==> config.mk <==
export PLATFORM = sky130hd
export DESIGN_NAME = spi_lock_ctrl
export DESIGN_NICKNAME = d
export VERILOG_FILES = /design/src/rtl/spi_lock_pkg.sv /design/src/rtl/spi_lock_frontend.sv /design/src/rtl/spi_lock_decode.sv /design/src/rtl/spi_lock_bank.sv /design/src/rtl/spi_lock_ctrl.sv
export SDC_FILE = /design/constraint.sdc
export NUM_CORES = 1
export LEC_CHECK = 0
export CORE_MARGIN = 10
export CORE_UTILIZATION = 52
export CTS_CLUSTER_SIZE = 25
export DETAILED_ROUTE_END_ITERATION = 7
export GPL_TIMING_DRIVEN = 0
export PLACE_DENSITY = 0.75
export SYNTH_ARGS = -nofsm -noshare
export SYNTH_HDL_FRONTEND = slang
export SYNTH_SLANG_ARGS = --single-unit
==> constraint.sdc <==
create_clock -name clk -period 6.9 [get_ports clk]
set_clock_uncertainty 0.05 [all_clocks]
set_input_delay 2.07 -clock clk [delete_from_list [all_inputs] [get_ports clk]]
set_output_delay 2.07 -clock clk [all_outputs]
set_load 0.02 [all_outputs]
==> src/rtl/spi_lock_pkg.sv <==
package spi_lock_pkg;
  localparam logic [7:0] OP_WREN   = 8'h06;
  localparam logic [7:0] OP_WRLOCK = 8'hE5;
  localparam int CMD_BITS  = 8;
  localparam int DATA_BITS = 8;

  typedef enum logic [1:0] {
    CMD_NONE,
    CMD_WREN,
    CMD_WRLOCK
  } cmd_e;
endpackage

==> src/rtl/spi_lock_frontend.sv <==
module spi_lock_frontend #(
  parameter int FRAME_W = 40,
  parameter int CNT_W   = 6
) (
  input  logic               clk,
  input  logic               rst,
  input  logic               sck,
  input  logic               cs_n,
  input  logic               sdi,
  output logic               frame_end,
  output logic [CNT_W-1:0]   bit_cnt,
  output logic [FRAME_W-1:0] shreg
);
  // count saturates one past a full frame so overlong frames never match
  localparam logic [CNT_W-1:0] CNT_SAT = CNT_W'(FRAME_W + 1);

  logic sck_q, sck_d, cs_q, cs_d, sdi_q;
  logic sck_rise;

  always_ff @(posedge clk) begin
    if (rst) begin
      sck_q <= 1'b0;
      sck_d <= 1'b0;
      cs_q  <= 1'b1;
      cs_d  <= 1'b1;
      sdi_q <= 1'b0;
    end else begin
      sck_q <= sck;
      sck_d <= sck_q;
      cs_q  <= cs_n;
      cs_d  <= cs_q;
      sdi_q <= sdi;
    end
  end

  assign sck_rise  = sck_q & ~sck_d & ~cs_q;
  assign frame_end = cs_q & ~cs_d;

  always_ff @(posedge clk) begin
    if (rst || cs_q) begin
      bit_cnt <= '0;
    end else if (sck_rise && bit_cnt != CNT_SAT) begin
      bit_cnt <= bit_cnt + 1'b1;
    end
  end

  always_ff @(posedge clk) begin
    if (rst) begin
      shreg <= '0;
    end else if (sck_rise) begin
      shreg <= {shreg[FRAME_W-2:0], sdi_q};
    end
  end
endmodule

==> src/rtl/spi_lock_decode.sv <==
module spi_lock_decode
  import spi_lock_pkg::*;
#(
  parameter int ADDR_W  = 24,
  parameter int SIDX_W  = 8,
  parameter int FRAME_W = 40,
  parameter int CNT_W   = 6
) (
  input  logic               clk,
  input  logic               rst,
  input  logic               frame_end,
  input  logic [CNT_W-1:0]   bit_cnt,
  input  logic [FRAME_W-1:0] shreg,
  input  logic               busy_i,
  output logic               wel_o,
  output logic               wr_en,
  output logic [SIDX_W-1:0]  wr_sect,
  output logic               wr_wl,
  output logic               wr_ld
);
  // frame layout, oldest bit at the top: opcode | address | data
  localparam int ADDR_MSB = FRAME_W - CMD_BITS - 1;

  cmd_e cmd;
  logic wel_q;
  logic accept;
  logic unused_bits;

  always_comb begin
    cmd = CMD_NONE;
    if (frame_end) begin
      if (bit_cnt == CNT_W'(CMD_BITS) && shreg[CMD_BITS-1:0] == OP_WREN) begin
        cmd = CMD_WREN;
      end else if (bit_cnt == CNT_W'(FRAME_W) &&
                   shreg[FRAME_W-1 -: CMD_BITS] == OP_WRLOCK) begin
        cmd = CMD_WRLOCK;
      end
    end
  end

  assign accept  = (cmd == CMD_WRLOCK) && wel_q && !busy_i;
  assign wr_en   = accept;
  assign wr_sect = shreg[ADDR_MSB -: SIDX_W];
  assign wr_wl   = shreg[0];
  assign wr_ld   = shreg[1];
  assign wel_o   = wel_q;

  assign unused_bits = ^{shreg[ADDR_MSB-SIDX_W:2], ADDR_W[0]};

  always_ff @(posedge clk) begin
    if (rst) begin
      wel_q <= 1'b0;
    end else if (cmd == CMD_WREN) begin
      wel_q <= 1'b1;
    end else if (accept) begin
      wel_q <= 1'b0;
    end
  end
endmodule

==> src/rtl/spi_lock_bank.sv <==
module spi_lock_bank #(
  parameter int NSECT  = 256,
  parameter int SIDX_W = 8
) (
  input  logic              clk,
  input  logic              rst,
  input  logic              wr_en,
  input  logic [SIDX_W-1:0] wr_sect,
  input  logic              wr_wl,
  input  logic              wr_ld,
  output logic [NSECT-1:0]  wl_q,
  output logic [NSECT-1:0]  ld_q
);
  for (genvar i = 0; i < NSECT; i++) begin : g_sect
    always_ff @(posedge clk) begin
      if (rst) begin
        wl_q[i] <= 1'b0;
        ld_q[i] <= 1'b0;
      end else if (wr_en && wr_sect == SIDX_W'(i) && !ld_q[i]) begin
        wl_q[i] <= wr_wl;
        ld_q[i] <= wr_ld;
      end
    end
  end
endmodule

==> src/rtl/spi_lock_ctrl.sv <==
module spi_lock_ctrl
  import spi_lock_pkg::*;
#(
  parameter int ADDR_W = 24,
  parameter int NSECT  = 256
) (
  input  logic             clk,
  input  logic             rst,
  input  logic             sck,
  input  logic             cs_n,
  input  logic             sdi,
  input  logic             busy_i,
  output logic             wel_o,
  output logic [NSECT-1:0] prot_o
);
  localparam int SIDX_W  = (NSECT > 1) ? $clog2(NSECT) : 1;
  localparam int FRAME_W = CMD_BITS + ADDR_W + DATA_BITS;
  localparam int CNT_W   = $clog2(FRAME_W + 2);

  logic               frame_end;
  logic [CNT_W-1:0]   bit_cnt;
  logic [FRAME_W-1:0] shreg;
  logic               wr_en, wr_wl, wr_ld;
  logic [SIDX_W-1:0]  wr_sect;
  logic [NSECT-1:0]   ld_q;

  spi_lock_frontend #(.FRAME_W(FRAME_W), .CNT_W(CNT_W)) u_fe (
    .clk(clk), .rst(rst), .sck(sck), .cs_n(cs_n), .sdi(sdi),
    .frame_end(frame_end), .bit_cnt(bit_cnt), .shreg(shreg)
  );

  spi_lock_decode #(.ADDR_W(ADDR_W), .SIDX_W(SIDX_W), .FRAME_W(FRAME_W),
                    .CNT_W(CNT_W)) u_dec (
    .clk(clk), .rst(rst), .frame_end(frame_end), .bit_cnt(bit_cnt),
    .shreg(shreg), .busy_i(busy_i), .wel_o(wel_o), .wr_en(wr_en),
    .wr_sect(wr_sect), .wr_wl(wr_wl), .wr_ld(wr_ld)
  );

  spi_lock_bank #(.NSECT(NSECT), .SIDX_W(SIDX_W)) u_bank (
    .clk(clk), .rst(rst), .wr_en(wr_en), .wr_sect(wr_sect),
    .wr_wl(wr_wl), .wr_ld(wr_ld), .wl_q(prot_o), .ld_q(ld_q)
  );
endmodule

==> impl_metrics.py <==
metrics = {
    "status": {
        "status": "finished clean",
    },
    "power": {
        "vdd_drop_max_mv": 0.215,
        "powerDensity_nw_per_um2": 234,
        "p_leak_nw": 8.10,
    },
    "timing": {
        "slew_viol_final": 0,
        "setup_violations": 0,
        "slew-limit-headroom_pct": 16.9,
        "finalWorstPathRequiredPeriod_ps": 5360,
        "timing.fmax_mhz": 186,
        "tightestPinTransition_ps": 1250,
        "finalHoldViolCount": 0,
        "period_share_pct": 77.7,
        "rsz0062_at_grt": "false",
        "setup_ws_ps": 1540,
        "fin_setup_tns_ps": 0,
    },
    "clocking": {
        "clkSinkCount": 564,
        "clockBufferDepth": 3,
        "clockRootBuffer": "clkbuf_16",
        "clk_pin_slew_ps": 70,
        "ctsHoldBuffers": 0,
        "cts.htree.levels": 2,
        "cts-resized-gates": 0,
        "numCtsBuffers": 55,
        "cts_tree": "yes",
        "cts_setup_buffers": 0,
        "clock_latency_ps": 620,
    },
    "cells_and_area": {
        "area_growth_pct": 22.9,
        "diodes": 0,
        "finalInstanceArea_sq_um": 27200,
        "num-nets-final": 2698,
        "final_cells": 3265,
        "layout-drive-gt1-share_pct": 4.00,
    },
    "routing": {
        "vias": 19700,
        "wl_per_cell_um": 23.0,
        "drtIter0Drc": 2479,
        "first_pass_iters": 7,
        "wl_um": 75200,
        "postRouteAntennaNets": 0,
        "vias_per_cell": 6.04,
        "drc_errors": 0,
    },
    "yosys": {
        "synth_commonest_cells": "dfxtp_1, inv_1, o22ai_1",
        "synth_top_family_by_area": "simple AND/OR/NAND/NOR gates",
        "ys_warn_count": 0,
        "synth_most_common_cell": "dfxtp_1",
        "async_reset_ff_share_pct": 0,
        "synthSimpleGateAreaFrac_pct": 19.5,
        "syn_nets": 2379,
        "synth_edf_count": 0,
        "ys.flop_type": "dfxtp_1",
        "synth_area_leaders": "dfxtp_1, mux2i_1, o22ai_1",
        "ys_seq_elements": 564,
        "netlist_area_sq_um": 22100,
        "synth_compound_area_share_pct": 10.2,
        "synth_fa_ha_area_share_pct": 0.170,
        "synth_top_cell_by_area": "dfxtp_1",
        "synth_seq_area_share_pct": 51.0,
        "synth_cell_types": 41,
        "syn_inst": 2370,
        "yosys.area.top_type_share_pct": 51.0,
        "synthMuxAreaShare_pct": 10.4,
        "synth.avg_cell_area_sq_um": 9.34,
        "synth_xor_xnor_area_share_pct": 0.158,
    },
    "global_route": {
        "grt_max_degree": 15,
        "antenna_found_initial": 0,
        "overflow": 0,
        "grt_pass1_vias": 18800,
        "grt_usage_pct": 28.3,
        "grt_pass1_wl_um": 112000,
    },
    "worst_setup_path": {
        "r2r-end": "u_bank.ld_q[105]",
        "regToRegStartpoint": "u_fe.shreg[35]",
        "worstPathArrival_ps": 5830,
        "required_ps": 7370,
        "criticalPathCategory": "in -> reg",
        "r2r_cells": 7,
        "crit_path_end_kind": "register",
        "critPathLaunchType": "primary input",
        "crit_fanout": 10,
        "ff2ff_setup_slack_ps": 3050,
    },
    "placed_design": {
        "dpl_cell_area_sq_um": 25400,
        "pre_cts_slack_ps": 1060,
        "dp_cells": 3171,
        "gp_congestion": 0.932,
        "hpwlAfterDp_um": 51300,
        "port_buffers": 262,
    },
    "hold_path": {
        "hp-start": "u_fe.sdi_q",
        "worstHoldPathCells": 2,
        "holdPathEnd": "u_fe.shreg[0]",
        "min_path_type": "reg -> reg",
    },
    "run": {
        "max-cap-violations": 0,
    },
    "floorplan": {
        "placementRows": 75,
        "coreArea_sq_um": 42000,
        "die_area_sq_um": 51200,
        "io_pins": 263,
        "initial_core_util_pct": 52.7,
        "die_x_um": 226,
        "fp.dieH_um": 226,
    },
}
-- report_power, final --
group / internal, mW / switching [mW]
combinational: 0.0317 / 0.0650
clock: 1.73 / 1.29
sequential: 3.26 / 0.000833
total: 5.02 / 1.35
-- how the worst max path moves through the flow --
stage / startpoint / slack, ps / end / depth (start not counted)
2_1_floorplan: busy_i / 2600 / u_bank.ld_q[119] / 8
3_3_place_gp: busy_i / 1190 / u_bank.ld_q[105] / 8
3_5_place_dp: busy_i / 1060 / u_bank.ld_q[105] / 8
4_1_cts: busy_i / 1700 / u_bank.ld_q[105] / 8
5_1_grt: busy_i / 1560 / u_bank.ld_q[72] / 8
6_report: busy_i / 1540 / u_bank.ld_q[105] / 8
-- sequential cells by signal, indices dropped and copies added (netlist names) --
name	flops
u_fe.sck_d	1
u_fe.sdi_q	1
u_dec.wel_o	1
u_fe.bit_cnt	6
u_fe.cs_q	1
u_fe.shreg	40
u_bank.ld_q	256
u_fe.cs_d	1
u_bank.wl_q	256
u_fe.sck_q	1
-- layer usage --
metal	track usage, %	part of all wire [%]	wire length (um)	up-vias
met1	35.9	39	29300	9374
met2	44.9	46	34500	1171
li1	-	-	-	8963
met3	7.22	11	8210	219
met5	0	0	0	-
met4	11.9	4.3	3240	0
-- stage by stage --
step	hold slack [ps]	total power, mW	util (%)
after CTS	403	6.38	64.7
final	398	6.37	64.7
after global placement	388	3.42	60.5
after floorplan	367	3.40	-
after global routing	415	6.52	64.7
after detailed placement	395	3.42	60.5
-- cell usage in the layout (no fill, tap or decap), types with 10 or more instances in the layout --
cell type / count
clkinv_2: 11
nor4_1: 231
clkbuf_16: 56
buf_1: 22
o22ai_2: 10
nor2_1: 41
nand2_1: 98
clkdlybuf4s50_1: 262
inv_1: 256
o22ai_1: 243
nand4_1: 50
nand2b_1: 231
dfxtp_1: 564
mux2i_1: 231
clkbuf_1: 225
o41ai_1: 27
a21oi_1: 67
-- logic make-up after synthesis --
kind of cell / count (synthesis)
buffers and inverters: 497
DFF: 564
and+or+nand+nor: 718
adders and majority gates: 3
muxes: 231
xor gates and xnor gates: 4
AOI/OAI and AO/OA: 353
-- area by class of cell --
cell class,instances,area [sq um]
fill,3350,14800
sequential,564,11300
multi-input combinational,1309,8970
timing repair buffer,262,2620
clock buffer,74,1530
inverter,256,961
buffer,241,918
tap,539,674
clock inverter,20,245
-- critical path: stages --
cell and delay, ps:
clkdlybuf4s50_1 420, or4b_1 480, buf_2 180, nor4_2 800, buf_2 390, nand4_1 520
clkbuf_1 650, o22ai_1 310
Note: power is estimated with default switching activity, not from simulation.
